File: src/rtl/pwb_pkg.sv
package pwb_pkg;
  typedef enum logic [1:0] {
    SLOT_FREE = 2'd0,
    SLOT_WAIT = 2'd1,
    SLOT_BUSY = 2'd2,
    SLOT_DONE = 2'd3
  } slotState_e;

  typedef struct packed {
    logic push;
    logic pop;
    logic slotLoad;
    logic dataLoad;
  } dpStrobe_t;
endpackage

File: src/rtl/pwb_datapath.sv
module pwb_datapath
  import pwb_pkg::*;
#(
  parameter int AW    = 32,
  parameter int DW    = 32,
  parameter int MW    = 2,
  parameter int DEPTH = 8
) (
  input  logic          clk,
  input  logic          rstN,
  input  dpStrobe_t     strobe,
  input  logic [MW-1:0] dnMaster,
  input  logic [AW-1:0] dnAddr,
  input  logic [DW-1:0] dnWdata,
  input  logic [DW-1:0] upRespData,
  output logic [AW-1:0] headAddr,
  output logic [DW-1:0] headData,
  output logic [MW-1:0] slotMaster,
  output logic [AW-1:0] slotAddr,
  output logic [DW-1:0] slotData
);
  localparam int PW = (DEPTH > 1) ? $clog2(DEPTH) : 1;

  logic [AW-1:0] addrMem [DEPTH];
  logic [DW-1:0] dataMem [DEPTH];
  logic [PW-1:0] wrPtr, rdPtr;

  function automatic logic [PW-1:0] nextPtr(input logic [PW-1:0] p);
    return (p == PW'(DEPTH - 1)) ? '0 : p + 1'b1;
  endfunction

  always_ff @(posedge clk) begin
    if (!rstN) begin
      wrPtr <= '0;
      rdPtr <= '0;
    end else begin
      if (strobe.push) wrPtr <= nextPtr(wrPtr);
      if (strobe.pop)  rdPtr <= nextPtr(rdPtr);
    end
  end

  always_ff @(posedge clk) begin
    if (strobe.push) begin
      addrMem[wrPtr] <= dnAddr;
      dataMem[wrPtr] <= dnWdata;
    end
  end

  assign headAddr = addrMem[rdPtr];
  assign headData = dataMem[rdPtr];

  always_ff @(posedge clk) begin
    if (!rstN) begin
      slotMaster <= '0;
      slotAddr   <= '0;
      slotData   <= '0;
    end else begin
      if (strobe.slotLoad) begin
        slotMaster <= dnMaster;
        slotAddr   <= dnAddr;
      end
      if (strobe.dataLoad) slotData <= upRespData;
    end
  end
endmodule

File: src/rtl/pwb_control.sv
module pwb_control
  import pwb_pkg::*;
#(
  parameter int AW    = 32,
  parameter int MW    = 2,
  parameter int DEPTH = 8,
  parameter int CW    = $clog2(DEPTH + 1)
) (
  input  logic          clk,
  input  logic          rstN,
  input  logic          dnValid,
  input  logic          dnWrite,
  input  logic [MW-1:0] dnMaster,
  input  logic [AW-1:0] dnAddr,
  input  logic [MW-1:0] slotMaster,
  input  logic [AW-1:0] slotAddr,
  input  logic          upReady,
  input  logic          upRespValid,
  output dpStrobe_t     strobe,
  output logic          dnAck,
  output logic          dnRetry,
  output logic          readGo,
  output logic          upValid,
  output logic [CW-1:0] fifoCount
);
  slotState_e    slotState;
  logic [CW-1:0] barrier;
  logic          fifoFull, ownerHit, collect;

  assign fifoFull = (fifoCount == CW'(DEPTH));
  assign ownerHit = (slotState == SLOT_DONE) && (dnMaster == slotMaster) &&
                    (dnAddr == slotAddr);
  assign readGo   = (slotState == SLOT_WAIT) && (barrier == '0);
  assign upValid  = readGo || (fifoCount != '0);

  always_comb begin
    strobe          = '0;
    strobe.push     = dnValid && dnWrite && !fifoFull;
    strobe.pop      = !readGo && (fifoCount != '0) && upReady;
    strobe.slotLoad = dnValid && !dnWrite && (slotState == SLOT_FREE);
    strobe.dataLoad = (slotState == SLOT_BUSY) && upRespValid;
  end

  assign collect = dnValid && !dnWrite && ownerHit;
  assign dnAck   = strobe.push || collect;
  assign dnRetry = dnValid && !dnAck;

  always_ff @(posedge clk) begin
    if (!rstN) begin
      fifoCount <= '0;
    end else begin
      fifoCount <= fifoCount + CW'(strobe.push) - CW'(strobe.pop);
    end
  end

  always_ff @(posedge clk) begin
    if (!rstN) begin
      slotState <= SLOT_FREE;
      barrier   <= '0;
    end else begin
      unique case (slotState)
        SLOT_FREE: if (strobe.slotLoad) begin
          slotState <= SLOT_WAIT;
          barrier   <= fifoCount - CW'(strobe.pop);
        end
        SLOT_WAIT: begin
          if (readGo && upReady) slotState <= SLOT_BUSY;
          else if (strobe.pop && barrier != '0) barrier <= barrier - 1'b1;
        end
        SLOT_BUSY: if (strobe.dataLoad) slotState <= SLOT_DONE;
        SLOT_DONE: if (collect) slotState <= SLOT_FREE;
        default:   slotState <= SLOT_FREE;
      endcase
    end
  end
endmodule

File: src/rtl/posted_write_bridge.sv
module posted_write_bridge
  import pwb_pkg::*;
#(
  parameter int AW    = 32,
  parameter int DW    = 32,
  parameter int MW    = 2,
  parameter int DEPTH = 8
) (
  input  logic          clk,
  input  logic          rstN,
  input  logic          dnValid,
  input  logic          dnWrite,
  input  logic [MW-1:0] dnMaster,
  input  logic [AW-1:0] dnAddr,
  input  logic [DW-1:0] dnWdata,
  output logic          dnAck,
  output logic          dnRetry,
  output logic [DW-1:0] dnRdata,
  output logic          upValid,
  output logic          upWrite,
  output logic [AW-1:0] upAddr,
  output logic [DW-1:0] upWdata,
  input  logic          upReady,
  input  logic          upRespValid,
  input  logic [DW-1:0] upRespData
);
  localparam int CW = $clog2(DEPTH + 1);

  dpStrobe_t     strobe;
  logic          readGo;
  logic [CW-1:0] fifoCount;
  logic [AW-1:0] headAddr, slotAddr;
  logic [DW-1:0] headData, slotData;
  logic [MW-1:0] slotMaster;

  pwb_control #(.AW(AW), .MW(MW), .DEPTH(DEPTH), .CW(CW)) ctrl_i (
    .clk(clk), .rstN(rstN),
    .dnValid(dnValid), .dnWrite(dnWrite), .dnMaster(dnMaster), .dnAddr(dnAddr),
    .slotMaster(slotMaster), .slotAddr(slotAddr),
    .upReady(upReady), .upRespValid(upRespValid),
    .strobe(strobe), .dnAck(dnAck), .dnRetry(dnRetry),
    .readGo(readGo), .upValid(upValid), .fifoCount(fifoCount)
  );

  pwb_datapath #(.AW(AW), .DW(DW), .MW(MW), .DEPTH(DEPTH)) dp_i (
    .clk(clk), .rstN(rstN), .strobe(strobe),
    .dnMaster(dnMaster), .dnAddr(dnAddr), .dnWdata(dnWdata),
    .upRespData(upRespData),
    .headAddr(headAddr), .headData(headData),
    .slotMaster(slotMaster), .slotAddr(slotAddr), .slotData(slotData)
  );

  assign upWrite = !readGo;
  assign upAddr  = readGo ? slotAddr : headAddr;
  assign upWdata = readGo ? '0 : headData;
  assign dnRdata = (dnAck && !dnWrite) ? slotData : '0;
endmodule

File: config.mk
export PLATFORM = sky130hd
export DESIGN_NAME = posted_write_bridge
export DESIGN_NICKNAME = d
export VERILOG_FILES = /design/src/rtl/pwb_pkg.sv /design/src/rtl/pwb_datapath.sv /design/src/rtl/pwb_control.sv /design/src/rtl/posted_write_bridge.sv
export SDC_FILE = /design/constraint.sdc
export NUM_CORES = 1
export LEC_CHECK = 0
export ABC_CLOCK_PERIOD_IN_PS = 16900
export BUFFER_PORTS_ARGS = -buffer_cell sky130_fd_sc_hd__buf_2
export CORE_AREA = 2 2 243 245
export DETAILED_ROUTE_END_ITERATION = 7
export DIE_AREA = 0 0 245 247
export GPL_TIMING_DRIVEN = 1
export PLACE_DENSITY_LB_ADDON = 0.25
export RECOVER_POWER = 25
export SETUP_SLACK_MARGIN = 0.02
export SYNTH_ARGS = -nofsm -noshare
export SYNTH_HDL_FRONTEND = slang
export SYNTH_HIERARCHICAL = 1
export SYNTH_SLANG_ARGS = --single-unit
File: constraint.sdc
create_clock -name clk -period 16.9 [get_ports clk]
set_input_delay 1.69 -clock clk [delete_from_list [all_inputs] [get_ports clk]]
set_output_delay 1.69 -clock clk [all_outputs]
set_load 0.005 [all_outputs]
==> results.ini <==
[placement]
gp_congestion = 0.720
dp.cells = 2180
io_buffer_count = 203
hpwl_mm = 28.6

[final_layout]
multiInputGateArea_um2 = 6660
fillers = 4891
drive_above_1_share = 0.336
layout.cells.non_filler = 2294
nNetsFinal = 1592
regArea_um2 = 17100
area_growth_pct = 15.3

[yosys]
synth_commonest_cells = 512 x edfxtp_1, 128 x mux4_2, 85 x dfxtp_1, 85 x nor2_1, 79 x mux2_2
synth.most_common_cell = edfxtp_1
yosysTopAreaCellShare = 0.638
synth_area_per_cell_um2 = 19.3
synth_fp_nets = 1374
synth_largest_area_cell = edfxtp_1
synth.distinct_cells = 45
async_reset_ff_frac = 0
synth_edf_count = 512
syn_inst = 1251
synth_area_um2 = 24100
synth_ff_type = edfxtp_1
ys_seq_area_frac = 0.708
yosys_warnings = 6
yosys_register_bits = 597
yosys-top-cells-area = edfxtp_1 64%, mux4_2 12%, dfxtp_1 7.1%

[sta]
fmax_mhz = 167
final-hold-violation-count = 0
finalMaxSlewViolations = 0
fin_crit_ns = 6.01
period_share = 0.355
worstMarginPinSlew_ns = 1.06
rsz0062_at_grt = no
tns_ns = 0
skew_ns = 0.0147
max_slew_margin = 0.291
setup_violations = 0
hold_slack_ns = 0.492

[floorplan]
die_x_um = 245
start_util = 0.414
dieArea_um2 = 60500
die_h_um = 247
num_rows = 89
ioPinCount = 204
core_um2 = 58200

[clocking]
cts-root-buf = clkbuf_16
cts.path.max_buffers = 3
clock_insertion_delay_worst_skew_ns = 0.62
ctsResizeCount = 0
cts_max_level = 2
cts_buffers = 60
cts_tree = yes
cts_setup_buffers = 0
ctsHoldBuffers = 0
cts_sinks = 597
worst_setup_hold_path_clk_slew_ns = 0.06

[route]
drt_iter0_markers = 699
drtPass1Iterations = 5
viasPerCell = 5.23
via_count = 12000
wirelength_mm = 52.7
ant_nets = 0
drc = 0
wl_per_cell_um = 23.0

[global_routing]
first_global_vias = 12700
antenna_found_initial = 7
grt_max_degree = 91
grt_pass1_wl_mm = 78.8
grt_use_total = 0.175
overflow = 0

[run]
drv_cap = 0

[hold_path]
min_to = dp_i/slotData[2]
min_path_cells = 2
hp-class = reg -> reg
min_from = dp_i/slotData[2]

[power]
finalPower_w = 0.00380
ir_drop_mv = 0.142
power.leakage_nw = 9.23
powerDensity_nw_per_um2 = 137

[critical_path]
ff2ff_setup_slack_ns = 13.34
r2r_end = dp_i/addrMem[6][27]
reg2reg_from = ctrl_i/fifoCount[2]
worstPathRequired_ns = 15.21
path_class = in -> out
cp-end-kind = output pin
start_kind = primary input
cp.arrival_ns = 4.32
critPathMaxFanout = 34
r2r_cells = 6

[outcome]
status = finished clean

## cell type report
type	count	area share
tap	773	0.0348
inverter	14	0.00194
timing repair buffer	222	0.0403
sequential	597	0.615
clock buffer	84	0.0591
clock inverter	29	0.00963
multi-input combinational	574	0.240
antenna	1	0.0000900
## metrics by stage
step / worst slack, ns / util / area (um^2)
global route: 10.60 / 0.477 / 27800
CTS: 10.94 / 0.478 / 27800
finish: 10.89 / 0.477 / 27800
floorplan: 9.67 / - / 24100
detailed placement: 10.97 / 0.445 / 25900
global placement: 11.09 / 0.445 / 25900
## sequential cells by signal (all words and copies together), names as in the netlist, named ones only
| register | count |
|---|---|
| ctrl_i/slotState | 2 |
| dp_i/rdPtr | 3 |
| dp_i/slotMaster | 2 |
| dp_i/addrMem | 256 |
| dp_i/slotData | 32 |
| dp_i/wrPtr | 3 |
| ctrl_i/fifoCount | 4 |
| dp_i/dataMem | 256 |
| dp_i/slotAddr | 32 |
| ctrl_i/barrier | 4 |
## cell families (layout without fill, tap and decap cells)
family | Yosys count | after routing | synth area share
DFF | 597 | 597 | 0.708
other | 0 | 1 | 0
adders and majority gates | 19 | 19 | 0.0102
muxes | 297 | 297 | 0.197
buffers and inverters | 80 | 349 | 0.0183
xor gates and xnor gates | 37 | 37 | 0.0134
and+or+nand+nor | 199 | 199 | 0.0457
AOI/OAI and AO/OA | 22 | 22 | 0.00690
## power by group
group          internal [W]  switching, W
combinational      0.000427      0.000369
sequential          0.00165     0.0000592
clock              0.000739      0.000553
## cells in the final DEF (no fill, tap or decap), drive strengths merged, types with 2 or more instances in the layout
| master | synthesis | routed |
|---|---|---|
| mux2i | 73 | 73 |
| xnor2 | 34 | 34 |
| or3b | 2 | 2 |
| clkinv | 1 | 22 |
| ha | 18 | 18 |
| inv | 13 | 16 |
| bufinv | 0 | 4 |
| nor2 | 85 | 85 |
| xor2 | 3 | 3 |
| edfxtp | 512 | 512 |
| or3 | 3 | 3 |
| nand2 | 10 | 10 |
| nor4 | 2 | 2 |
| mux2 | 96 | 96 |
| nand4 | 7 | 7 |
| mux4 | 128 | 128 |
| nor2b | 34 | 34 |
| a21oi | 8 | 8 |
| nand2b | 9 | 9 |
| dfxtp | 85 | 85 |
| o21ai | 7 | 7 |
| nand3 | 5 | 5 |
| buf | 40 | 181 |
| nor3 | 3 | 3 |
| and2 | 5 | 5 |
| and3b | 32 | 32 |
| clkbuf | 26 | 125 |
## worst max-delay path, stage by stage
cell      delay (ns)
clkbuf_1        0.32
xnor2_1         0.26
nand4_1         0.14
nor4_1          0.44
nand3_1         0.24
nand2b_1        0.79
and3b_1         0.30
buf_2           0.12
## layer usage
layer	up-vias	GRT usage	part of all wire
met5	-	0	0.0012
met4	12	0.0447	0.020
met3	85	0.0371	0.055
met2	290	0.296	0.49
met1	6238	0.232	0.43
li1	5370	-	-
## worst max path at each step
stage / from / endpoint / slack (ns) / depth (start not counted)
6_report: dnAddr[31] / dnRdata[12] / 10.89 / 8
5_1_grt: dnAddr[31] / dnRdata[27] / 10.60 / 8
4_1_cts: dnAddr[0] / dnRdata[12] / 10.94 / 8
3_5_place_dp: dnAddr[0] / dnRdata[12] / 10.97 / 8
3_3_place_gp: dnAddr[0] / dnRdata[26] / 11.09 / 8
2_1_floorplan: dnWrite / dp_i/addrMem[4][0] / 9.67 / 4
Power figures use the tool's default switching activity.
